--- config.mk ---
export PLATFORM = sky130hd
export DESIGN_NAME = quad_line_regs
export DESIGN_NICKNAME = d
export VERILOG_FILES = /design/src/rtl/qlr_pkg.sv /design/src/rtl/qlr_bus_decode.sv /design/src/rtl/qlr_rr_pick.sv /design/src/rtl/quad_line_regs.sv
export SDC_FILE = /design/constraint.sdc
export NUM_CORES = 1
export LEC_CHECK = 0
export BUFFER_PORTS_ARGS = -buffer_cell sky130_fd_sc_hd__buf_2
export CAP_MARGIN = 40
export CORE_MARGIN = 2
export CORE_UTILIZATION = 30
export DETAILED_ROUTE_END_ITERATION = 12
export HOLD_SLACK_MARGIN = 0.1
export SLEW_MARGIN = 20
export SYNTH_ARGS = -nofsm -noshare
export SYNTH_HDL_FRONTEND = slang
export SYNTH_HIERARCHICAL = 1
export SYNTH_SLANG_ARGS = --single-unit
--- constraint.sdc ---
create_clock -name clk -period 3.9 [get_ports clk]
set_input_delay 0.585 -clock clk [delete_from_list [all_inputs] [get_ports clk]]
set_output_delay 0.585 -clock clk [all_outputs]
set_load 0.005 [all_outputs]
--- src/rtl/qlr_pkg.sv ---
package qlr_pkg;
    localparam int DATA_W  = 16;
    localparam int BYTE_W  = 8;
    localparam int LINE_N  = 4;
    localparam int LINE_W  = $clog2(LINE_N);

    // status bit positions
    localparam int B_TRDY  = 15;
    localparam int B_TIE   = 14;
    localparam int B_LNHI  = 9;
    localparam int B_LNLO  = 8;
    localparam int B_RDONE = 7;
    localparam int B_RIE   = 6;
    localparam int B_MSE   = 5;
    localparam int B_CLR   = 4;
    localparam int B_MAINT = 3;
    localparam int B_VALID = 15;

    localparam logic [DATA_W-1:0] CSR_WMASK =
        (DATA_W'(1) << B_TIE) | (DATA_W'(1) << B_RIE) | (DATA_W'(1) << B_MSE) |
        (DATA_W'(1) << B_CLR) | (DATA_W'(1) << B_MAINT);
    localparam logic [DATA_W-1:0] CSR_RESET =
        (DATA_W'(1) << B_TRDY) | (DATA_W'(1) << B_MSE);

    localparam logic [7:0] OFF_CSR  = 8'h00;
    localparam logic [7:0] OFF_RBUF = 8'h08;
    localparam logic [7:0] OFF_TCR  = 8'h10;
    localparam logic [7:0] OFF_MSR  = 8'h18;

    typedef struct packed {
        logic [DATA_W-1:0] csr;
        logic [DATA_W-1:0] tcr;
        logic [LINE_W-1:0] scan;
        logic              irq;
    } qlr_state_t;

    typedef struct packed {
        logic any;
        logic wr_csr;
        logic wr_tcr;
        logic wr_tdr;
        logic rd_csr;
        logic rd_rbuf;
        logic rd_tcr;
        logic rd_msr;
    } qlr_hit_t;
endpackage

--- src/rtl/qlr_bus_decode.sv ---
module qlr_bus_decode
    import qlr_pkg::*;
#(
    parameter int ADDR_W = 5
) (
    input  logic              sel,
    input  logic              we,
    input  logic [ADDR_W-1:0] addr,
    output qlr_hit_t          hit
);
    logic at_csr, at_rbuf, at_tcr, at_msr;

    always_comb begin
        at_csr  = (addr == ADDR_W'(OFF_CSR));
        at_rbuf = (addr == ADDR_W'(OFF_RBUF));
        at_tcr  = (addr == ADDR_W'(OFF_TCR));
        at_msr  = (addr == ADDR_W'(OFF_MSR));
        hit.any     = sel;
        hit.wr_csr  = sel &&  we && at_csr;
        hit.wr_tcr  = sel &&  we && at_tcr;
        hit.wr_tdr  = sel &&  we && at_msr;
        hit.rd_csr  = sel && !we && at_csr;
        hit.rd_rbuf = sel && !we && at_rbuf;
        hit.rd_tcr  = sel && !we && at_tcr;
        hit.rd_msr  = sel && !we && at_msr;
    end
endmodule

--- src/rtl/qlr_rr_pick.sv ---
module qlr_rr_pick #(
    parameter int N = 4,
    localparam int W = $clog2(N)
) (
    input  logic [N-1:0] en,
    input  logic [W-1:0] last,
    output logic         found,
    output logic [W-1:0] pick
);
    // candidate k is the line k+1 places after the last one (N is a power of two)
    logic [W-1:0] cand [N];
    logic [N-1:0] cand_en;

    for (genvar k = 0; k < N; k++) begin : g_cand
        assign cand[k]    = last + W'(k + 1);
        assign cand_en[k] = en[cand[k]];
    end

    always_comb begin
        found = 1'b0;
        pick  = last;
        for (int k = N - 1; k >= 0; k--) begin
            if (cand_en[k]) begin
                found = 1'b1;
                pick  = cand[k];
            end
        end
    end
endmodule

--- src/rtl/quad_line_regs.sv ---
module quad_line_regs
    import qlr_pkg::*;
#(
    parameter int                ADDR_W    = 5,
    parameter logic [DATA_W-1:0] MSR_VALUE = 16'h0C0C
) (
    input  logic              clk,
    input  logic              rst_n,
    input  logic              bus_sel,
    input  logic              bus_we,
    input  logic [ADDR_W-1:0] bus_addr,
    input  logic [15:0]       bus_wdata,
    output logic [15:0]       bus_rdata,
    input  logic              tick,
    input  logic              rxq_nempty,
    input  logic [7:0]        rxq_data,
    input  logic [1:0]        rxq_line,
    output logic              rxq_pop,
    output logic              tx_strobe,
    output logic [7:0]        tx_byte,
    output logic [1:0]        tx_line,
    output logic              irq
);
    qlr_state_t st_d, st_q;
    qlr_hit_t   hit;

    logic              rr_found;
    logic [LINE_W-1:0] rr_pick;
    logic              tx_set;

    logic csr_trdy, csr_rdone, csr_mse, tcr_wr;

    qlr_bus_decode #(.ADDR_W(ADDR_W)) dec_i (
        .sel  (bus_sel),
        .we   (bus_we),
        .addr (bus_addr),
        .hit  (hit)
    );

    qlr_rr_pick #(.N(LINE_N)) pick_i (
        .en    (st_q.tcr[LINE_N-1:0]),
        .last  (st_q.scan),
        .found (rr_found),
        .pick  (rr_pick)
    );

    always_comb begin
        st_d   = st_q;
        tx_set = 1'b0;

        // timed side first
        if (tick) begin
            if (st_q.csr[B_MSE] && !st_q.csr[B_TRDY] && rr_found) begin
                tx_set                    = 1'b1;
                st_d.csr[B_TRDY]          = 1'b1;
                st_d.csr[B_LNHI:B_LNLO]   = rr_pick;
                st_d.scan                 = rr_pick;
                if (st_q.csr[B_TIE])
                    st_d.irq = 1'b1;
            end
            st_d.csr[B_RDONE] = !tx_set && rxq_nempty && st_q.csr[B_MSE];
            if (st_d.csr[B_RDONE] && st_q.csr[B_RIE])
                st_d.irq = 1'b1;
        end

        // host access on top
        if (hit.any)
            st_d.csr[B_CLR] = 1'b0;
        if (hit.wr_csr) begin
            st_d.csr = (st_d.csr & ~CSR_WMASK) | (bus_wdata & CSR_WMASK);
            if (!bus_wdata[B_MSE]) begin
                st_d.csr[B_TRDY]  = 1'b0;
                st_d.csr[B_RDONE] = 1'b0;
            end
        end
        if (hit.wr_tcr) begin
            st_d.tcr         = bus_wdata;
            st_d.csr[B_TRDY] = 1'b0;
            st_d.irq         = 1'b0;
        end
        if (hit.wr_tdr) begin
            st_d.csr[B_TRDY] = 1'b0;
            st_d.irq         = 1'b0;
        end
        if (hit.rd_rbuf) begin
            st_d.csr[B_RDONE] = 1'b0;
            st_d.irq          = 1'b0;
        end
    end

    always_ff @(posedge clk) begin
        if (!rst_n) begin
            st_q.csr  <= CSR_RESET;
            st_q.tcr  <= '0;
            st_q.scan <= '0;
            st_q.irq  <= 1'b0;
        end else begin
            st_q <= st_d;
        end
    end

    always_comb begin
        bus_rdata = '0;
        if (hit.rd_csr) begin
            bus_rdata        = st_q.csr;
            bus_rdata[B_CLR] = 1'b0;
        end else if (hit.rd_tcr) begin
            bus_rdata = st_q.tcr;
        end else if (hit.rd_msr) begin
            bus_rdata = MSR_VALUE;
        end else if (hit.rd_rbuf && rxq_nempty) begin
            bus_rdata[B_VALID]     = 1'b1;
            bus_rdata[B_LNHI:B_LNLO] = rxq_line;
            bus_rdata[BYTE_W-1:0]  = rxq_data;
        end
    end

    assign rxq_pop   = hit.rd_rbuf && rxq_nempty;
    assign tx_strobe = hit.wr_tdr;
    assign tx_byte   = bus_wdata[BYTE_W-1:0];
    assign tx_line   = st_q.csr[B_LNHI:B_LNLO];
    assign irq       = st_q.irq;

    assign csr_trdy  = st_q.csr[B_TRDY];
    assign csr_rdone = st_q.csr[B_RDONE];
    assign csr_mse   = st_q.csr[B_MSE];
    assign tcr_wr    = hit.wr_tcr;
endmodule

* After elaboration in Yosys (flattened, before gate mapping)
Index checks and enable logic that the tools add are counted.
Widths: inputs -> output; s select.
** Cells by class
- $add $sub $neg :: 3
- Multiply operators :: 0
- Divide/modulo/power cells :: 0
- Order comparisons :: 4
- Equality and inequality tests :: 3
- Shifts and indexed selects :: 0
- Multiplexer cells :: 37
- Bitwise operators :: 2
- Reduce and logical (&&, ||, !) cells :: 25
** Operator list (number)
- $mux 16 :: 3
- $mux 1 :: 22
- $mux 10 :: 2
- $or 16x15->16 :: 1
- $logic_and 1x1->1 :: 15
- $lt 2x3->1 const B :: 4
- $eq 5x5->1 const B :: 2
- $mux 2 :: 5
- $bmux 1 s2 :: 4
- $eq 5x4->1 const B :: 1
- $logic_not 5->1 :: 1
- $add 2x2->2 const B :: 2
- $reduce_bool 2->1 :: 2
- $reduce_or 4->1 :: 1
- $logic_not 1->1 :: 3
- $mux 3 :: 1
- $reduce_and 3->1 :: 1
- $add 2x1->2 const B :: 1
- $reduce_and 2->1 :: 1
- $reduce_or 2->1 :: 1
- $not 1->1 :: 1
** Storage, ports and cells
- Bits in registers :: 34
- Bits in latches :: 0
- RAM bits :: 0
- ROM bits :: 0
- Output and inout port bits :: 29
- Logic and storage cells :: 80
- Memories kept :: 0

* Logic depth before layout (Yosys ltp)
Gate-level depths: netlist of the first run.
- Depth in word-level cells :: 18
- Gate-level depth with buffers :: 6
- Mapped depth without buffers :: 5

* Modules after synthesis
Netlist of the first run, hierarchy kept.
** Modules (own cells, without submodules)
- quad_line_regs :: times used 1, cells an instance 154, area an instance 1397.6 um^2
- qlr_bus_decode :: times used 1, cells an instance 14, area an instance 86.3 um^2
- qlr_rr_pick :: times used 1, cells an instance 14, area an instance 82.6 um^2

* Least setup slack after synthesis of the first run
No wires, ideal clock.
- Path kind :: input-to-output
- Start :: in bus_addr[2]
- End :: out bus_rdata[8]
- Arrival :: 1.885 ns
- Slack :: 1.430 ns
- Cell stages on the path :: 5
- Path through :: or3b_1 -> nor4_1 -> clkbuf_1 -> nand2_1 -> o21ai_0
** RTL lines
- start: declaration :: RTL line quad_line_regs.sv:11 : input logic [ADDR_W-1:0] bus_addr,
- end: declaration :: RTL line quad_line_regs.sv:13 : output logic [15:0] bus_rdata,

==> results of run 1 <==
==> flip-flops by register name, summed over array words and instances, names as in the netlist <==
signal     count
csr_mse        1
csr_rdone      1
irq            1
tx_line        2
st_q          21
csr_trdy       1
==> per-stage QoR <==
step                      util (%)  hold slack [ps]  instance area, µm²
after detailed placement      37.0              494                1880
after global routing          38.0              526                1930
after global placement        37.0              491                1880
after floorplan                  -              457                1560
final                         38.0              504                1930
after CTS                     38.0              507                1930
==> tightest hold or removal path, delay by kind of cell (launching register included) <==
kind | cells | cell delay, ps
DFF | 1 | 340
AOI/OAI and AO/OA | 1 | 70
and+or+nand+nor | 1 | 60
==> power by group through the flow <==
| stage | Clock (µW) | Sequential [µW] | Combinational (µW) |
|---|---|---|---|
| after CTS | 170 | 278 | 46.9 |
| after global placement | 0 | 285 | 46.7 |
| final | 164 | 278 | 46.4 |
| after global routing | 178 | 279 | 51.4 |
| after floorplan | 0 | 284 | 21.7 |
| after detailed placement | 0 | 285 | 46.7 |
==> cell usage in the layout (no fill, tap or decap), drive strengths merged, types with 4 or more instances in the layout <==
cell / instances
nor2b: 24
nand2b: 4
a22oi: 8
a21oi: 6
nor2: 8
o21ai: 8
mux2i: 20
nand2: 18
a21boi: 4
nor3: 6
buf: 68
dfxtp: 27
==> path summary, 6_finish.rpt <==
check | start | end | slack, ps | cells past startpoint
setup reg to reg | st_q[6]$_SDFFE_PN0P_ | irq$_SDFFE_PP0P_ | 2260 | 4
hold reg to reg | tx_line[1]$_SDFFE_PN0P_ | tx_line[1]$_SDFFE_PN0P_ | 500 | 2
setup / recovery | bus_addr[1] | bus_rdata[5] | 1060 | 7
hold / removal | tx_line[1]$_SDFFE_PN0P_ | tx_line[1]$_SDFFE_PN0P_ | 500 | 2
==> metal layers <==
metal  vias up  share of wire, %  global-route usage (%)
met5         -                 0                       0
met4         0              0.38                    1.64
met3         2               5.1                    3.44
met2        41                47                    23.0
met1       633                48                    18.4
li1        732                 -                       -
==> layout make-up <==
| type | instances | area (µm²) | share of cell area [%] |
|---|---|---|---|
| inverters | 3 | 11.3 | 0.584 |
| multi-input cells | 131 | 891 | 46.2 |
| well taps | 70 | 87.6 | 4.55 |
| clock inverters | 1 | 7.51 | 0.390 |
| flip-flops and latches | 27 | 541 | 28.1 |
| repair buffers | 68 | 348 | 18.1 |
| clock buffers | 3 | 41.3 | 2.14 |
==> impl_metrics.json, run 1 <==
{
  "max_cap_viol_count": 0,
  "clkPwrFrac_pct": 33.5,
  "vias": 1408,
  "dp_cells": 299,
  "grt_pass1_wl_um": 6530,
  "hpwl_um": 3000,
  "hold_violations": 0,
  "dr.pass1.iters": 4,
  "grt.overflow.total": 0,
  "syn2layout_area_growth_pct": 23.6,
  "fin_setup_tns_ps": 0,
  "powerDensity_mw_per_mm2": 253,
  "start_util_pct": 30.7,
  "tightest_slew_ps": 521,
  "sw_frac_of_total_pct": 23.4,
  "path_clk_slew_ps": 90,
  "routed_wl_um": 3940,
  "status": "complete, no violations",
  "antenna_found_initial": 0,
  "startpoint_type": "input pin",
  "postCtsHoldBufs": 0,
  "cts_tree": "built",
  "critPathMaxStageDelay_ps": 470,
  "hold_path_class": "register to register",
  "avgSynthCellArea_um2": 8.61,
  "io_pins": 66,
  "min_period_ps": 2840,
  "track_usage_pct": 13.7,
  "power_uw": 488,
  "drt_iter0_markers": 98,
  "cp_slowest_cell": "nor3_1",
  "finClkSkew_ps": 13.2,
  "htreeDepth": 1,
  "cts_resized": 0,
  "seqPwrFrac_pct": 57.0,
  "layout.cells.non_filler": 303,
  "syn_inst": 181,
  "clk_latency_ps": 280,
  "relSlewSlack_pct": 65.0,
  "cts_buffer_depth": 2,
  "power_frac_comb_pct": 9.5,
  "fin_nets": 271,
  "ys_warn_count": 6,
  "setup_violations": 0,
  "finalCritPeriodShare_pct": 72.7,
  "wire_per_inst_um": 13.0,
  "cts_setup_buffers": 0,
  "critPathBufInv": 2,
  "place.gp.congestion": 0.763,
  "netlist_area_mm2": 0.00156,
  "crit_required_ps": 3310,
  "setup_ws_ps": 1060,
  "clock-root-buffer": "clkbuf_8",
  "n_antenna_cell": 0,
  "critPathKind": "input pin to primary output",
  "numCtsBuffers": 3,
  "cts.sinks": 27,
  "drc": 0,
  "syn_nets": 218,
  "grt_setup_unrepaired": "no",
  "crit_family": "simple AND/OR/NAND/NOR gates",
  "p_leak_uw": 0.000747,
  "viasPerCell": 4.65,
  "dp_slack_ps": 1060,
  "io_buffers": 65,
  "p_int_uw": 374,
  "worstPathMaxFanout": 9,
  "fillers": 553,
  "ant_nets": 0,
  "grt_max_degree": 27,
  "dieWidth_um": 76.1,
  "core_area_mm2": 0.00507,
  "die_area_mm2": 0.00579,
  "peakVddDrop_uv": 201,
  "die_y_um": 76.1,
  "drive_above_1_share_pct": 33.9,
  "rows": 26,
  "drv_slew": 0,
  "crit_path_frequent_cell": "buf_2",
  "fmax_mhz": 353,
  "first_global_vias": 1359,
  "path_cells": "buf_2 -> or2_1 -> nor3_1 -> and4bb_2 -> a22oi_1 -> o21ai_0 -> buf_2",
  "crit_arrival_ps": 2250,
  "worst_setup_path_end_kind": "primary output",
  "p_switching_uw": 114
}
(Power assumes the default switching activity.)
==> run 2, diff against run 1 <==
Clock period 3.9 ns to 2.7 ns, I/O delays scaled along.
==> impl_metrics.json, run 2 (synthesis results as in run 1) <==
{
  "die_area_mm2": 0.00579,
  "largest_register_ffs": 21,
  "tightest_slew_ps": 502,
  "grt_max_degree": 27,
  "worstPathMaxFanout": 9,
  "io_pins": 66,
  "setup_violations": 0,
  "start_util_pct": 30.7,
  "viasPerCell": 4.71,
  "reg2regPathDepth": 4,
  "io_buffers": 65,
  "worst_setup_path_end_kind": "primary output",
  "p_leak_uw": 0.000754,
  "multi_input_area_um2": 891,
  "routed_wl_um": 4050,
  "layout.cells.most_common": "buf_2",
  "cts_setup_buffers": 0,
  "syn2layout_area_growth_pct": 23.8,
  "max_cap_viol_count": 0,
  "antenna_found_initial": 0,
  "clk_latency_ps": 280,
  "fin_nets": 272,
  "vias": 1432,
  "critPathMaxStageDelay_ps": 430,
  "startpoint_type": "input pin",
  "ant_nets": 0,
  "layout_common_cells": "buf_2 (65), dfxtp_1 (27), nor2b_1 (24), mux2i_1 (20), nand2_1 (18)",
  "cts.sinks": 27,
  "path_cells": "buf_2 -> or3b_1 -> nor3_1 -> and4bb_2 -> a22oi_1 -> o21ai_0 -> buf_2",
  "startpoint": "bus_addr[2]",
  "drv_slew": 0,
  "numCtsBuffers": 3,
  "dp_slack_ps": 285,
  "peakVddDrop_uv": 164,
  "drt_iter0_markers": 69,
  "crit_arrival_ps": 2020,
  "regMostFlops": "st_q",
  "wire_per_inst_um": 13.3,
  "final-seq-area_um2": 541,
  "rows": 26,
  "crit_path_frequent_cell": "buf_2",
  "placed_cell_area_mm2": 0.00189,
  "relSlewSlack_pct": 66.4,
  "drive_above_1_share_pct": 33.8,
  "finalCritPeriodShare_pct": 89.6,
  "powerDensity_mw_per_mm2": 365,
  "status": "complete, no violations",
  "drc": 0,
  "fin_setup_tns_ps": 0,
  "grt_setup_unrepaired": "no",
  "dieWidth_um": 76.1,
  "critPathKind": "input pin to primary output",
  "hold_path_class": "input pin to register",
  "grt_pass1_wl_um": 6870,
  "postCtsHoldBufs": 0,
  "fillers": 575,
  "rr_startpoint": "st_q[6]$_SDFFE_PN0P_",
  "dr.pass1.iters": 4,
  "cts_tree": "built",
  "min_period_ps": 2420,
  "r2r_end": "irq$_SDFFE_PP0P_",
  "cp_slowest_cell": "or3b_1",
  "design_area_mm2": 0.00193,
  "cts_resized": 0,
  "die_y_um": 76.1,
  "crit_required_ps": 2300,
  "cts_buffer_depth": 2,
  "r2r_slack_ps": 1060,
  "hpwl_um": 3050,
  "grt.overflow.total": 0,
  "clock-root-buffer": "clkbuf_8",
  "htreeDepth": 1,
  "core_area_mm2": 0.00507,
  "path_clk_slew_ps": 100,
  "crit_path_end": "bus_rdata[8]",
  "hold_violations": 0,
  "first_global_vias": 1447,
  "setup_ws_ps": 280,
  "n_antenna_cell": 0,
  "fmax_mhz": 413,
  "hold_ws_ps": 375,
  "track_usage_pct": 14.6,
  "place.gp.congestion": 0.793,
  "finClkSkew_ps": 11.5
}
run 2: critical path: cells and delay by family:
kind / cells / cell delay (ps)
buffers and inverters: 2 / 240
AOI/OAI and AO/OA: 2 / 270
and+or+nand+nor: 3 / 1100
run 2: power breakdown:
part | switching, µW | internal (µW) | leakage, µW
Clock | 129 | 106 | 0.0000228
Combinational | 31.3 | 35.8 | 0.000513
Sequential | 1.79 | 400 | 0.000218
run 2: layout make-up:
class | count | share of cell area (%)
clock buffer | 4 | 2.33
tap | 70 | 4.54
inverter | 3 | 0.583
sequential | 27 | 28.0
multi-input combinational | 131 | 46.1
timing repair buffer | 69 | 18.4
run 2: layer usage:
layer / vias to the layer above / routed length (µm) / GRT usage (%)
met5: - / 0 / 0
met4: 0 / 44 / 4.55
met3: 5 / 234 / 3.67
met2: 40 / 1800 / 23.2
met1: 654 / 1970 / 19.6
li1: 733 / - / -
run 2: worst min-delay path by stage:
stage                       startpoint                       to  slack [ps]  cells past startpoint
3_3_place_gp     st_q[15]$_SDFFE_PN0P_    st_q[15]$_SDFFE_PN0P_         490                      2
6_report                  bus_wdata[8]    st_q[11]$_SDFFE_PN0P_         370                      3
3_5_place_dp   tx_line[1]$_SDFFE_PN0P_  tx_line[1]$_SDFFE_PN0P_         490                      2
2_1_floorplan  tx_line[0]$_SDFFE_PN0P_  tx_line[0]$_SDFFE_PN0P_         460                      2
5_1_grt                  bus_wdata[12]    st_q[15]$_SDFFE_PN0P_         400                      3
4_1_cts                   bus_wdata[8]    st_q[11]$_SDFFE_PN0P_         370                      3
run 2: per-stage QoR:
step	util [%]	total power, µW	instances
4_1_cts	38.0	717	304
5_1_grt	38.0	732	304
3_3_place_gp	37.2	479	300
6_report	38.0	704	304
2_1_floorplan	-	442	181
3_5_place_dp	37.2	479	300
==> run 3, diff against run 2 <==
Settings changed: REMOVE_ABC_BUFFERS set to 1.
==> impl_metrics.json, run 3 (synthesis results as in run 1) <==
{
  "status": "complete, no violations",
  "grt.overflow.total": 0,
  "setup_violations": 0,
  "numCtsBuffers": 3,
  "tightest_slew_ps": 524,
  "finClkSkew_ps": 3.11,
  "clk_latency_ps": 270,
  "max_cap_viol_count": 0,
  "hold_violations": 0,
  "die_y_um": 76.1,
  "core_area_mm2": 0.00507,
  "crit_required_ps": 2300,
  "dr.pass1.iters": 4,
  "startpoint_type": "input pin",
  "fin_nets": 274,
  "drt_iter0_markers": 43,
  "layout_common_cells": "buf_2 (65), dfxtp_1 (27), nor2b_1 (24), mux2i_1 (20), nand2_1 (18)",
  "viasPerCell": 4.66,
  "critPathKind": "input pin to primary output",
  "io_buffers": 65,
  "cts_resized": 0,
  "regMostFlops": "st_q",
  "cp_slowest_cell": "and4bb_2",
  "cts_setup_buffers": 0,
  "postCtsHoldBufs": 0,
  "p_leak_uw": 0.000765,
  "powerDensity_mw_per_mm2": 356,
  "crit_path_frequent_cell": "buf_2",
  "post-route-util_pct": 38.3,
  "cts_tree": "built",
  "crit_arrival_ps": 2030,
  "hold_ws_ps": 392,
  "io_pins": 66,
  "htreeDepth": 1,
  "grt_max_degree": 27,
  "start_util_pct": 30.7,
  "dieWidth_um": 76.1,
  "worstPathMaxFanout": 9,
  "first_global_vias": 1418,
  "drc": 0,
  "layout.cells.most_common": "buf_2",
  "ant_nets": 0,
  "hpwl_um": 2910,
  "peakVddDrop_uv": 456,
  "drive_above_1_share_pct": 34.3,
  "fmax_mhz": 411,
  "n_antenna_cell": 0,
  "grt_setup_unrepaired": "no",
  "drv_slew": 0,
  "die_area_mm2": 0.00579,
  "syn2layout_area_growth_pct": 24.8,
  "clock-root-buffer": "clkbuf_8",
  "hold_path_class": "input pin to register",
  "grt_pass1_wl_um": 6530,
  "critPathMaxStageDelay_ps": 440,
  "cts.sinks": 27,
  "cts_buffer_depth": 2,
  "worst_setup_path_end_kind": "primary output",
  "routed_wl_um": 3810,
  "vias": 1425,
  "path_cells": "buf_2 -> or3b_1 -> nor3_1 -> and4bb_2 -> a22oi_1 -> o21ai_0 -> buf_2",
  "relSlewSlack_pct": 64.8,
  "largest_register_ffs": 21,
  "track_usage_pct": 13.4,
  "path_clk_slew_ps": 90,
  "wire_per_inst_um": 12.5,
  "rows": 26,
  "layout.cells.non_filler": 306,
  "place.gp.congestion": 0.813,
  "dp_cells": 302,
  "antenna_found_initial": 0,
  "min_period_ps": 2430,
  "finalCritPeriodShare_pct": 90.2
}
[run 3: changes by cell type in the layout (fill, tap and decap cells not counted), sizes merged]
cell / delta
buf: +2
[run 3: through the flow]
| step | worst slack [ps] | area, µm² | total power (µW) | setup TNS, ps |
|---|---|---|---|---|
| floorplan | -397 | 1430 | 430 | -5250 |
| global placement | 326 | 1900 | 478 | 0 |
| detailed placement | 279 | 1900 | 478 | 0 |
| CTS | 279 | 1950 | 705 | 0 |
| global route | 72.9 | 1950 | 725 | 0 |
| finish | 265 | 1950 | 693 | 0 |
[run 3: worst max-delay path, delay by kind of cell]
family	cells	cell delay, ps
AND/OR/NAND/NOR	3	1140
AO/OA/AOI/OAI	2	250
buffers and inverters	2	230
[run 3: final cells by class]
type,instances,area (µm²)
clock buffers,4,45.0
fillers,555,3130
inverters,3,11.3
multi-input cells,131,891
flip-flops and latches,27,541
well taps,70,87.6
repair buffers,71,370
[run 3: final timing paths]
check / startpoint / end / slack (ps) / cells past startpoint
max: bus_addr[2] / bus_rdata[6] / 270 / 7
max reg2reg: st_q[6]$_SDFFE_PN0P_ / irq$_SDFFE_PP0P_ / 1070 / 4
min: bus_wdata[12] / st_q[15]$_SDFFE_PN0P_ / 390 / 3
min reg2reg: tx_line[1]$_SDFFE_PN0P_ / tx_line[1]$_SDFFE_PN0P_ / 490 / 2
[run 3: where the power goes]
part | switching, µW | internal, µW | leakage [µW]
clock network | 120 | 106 | 0.0000228
registers | 1.53 | 400 | 0.000218
logic | 30.3 | 35.9 | 0.000524
[run 3: metal layers]
metal,share of wire (%),vias to the layer above,track usage (%)
met2,48,35,24.9
met4,0.42,0,1.27
met5,0,-,0
met1,46,652,16.7
met3,5.3,2,2.61
li1,-,736,-
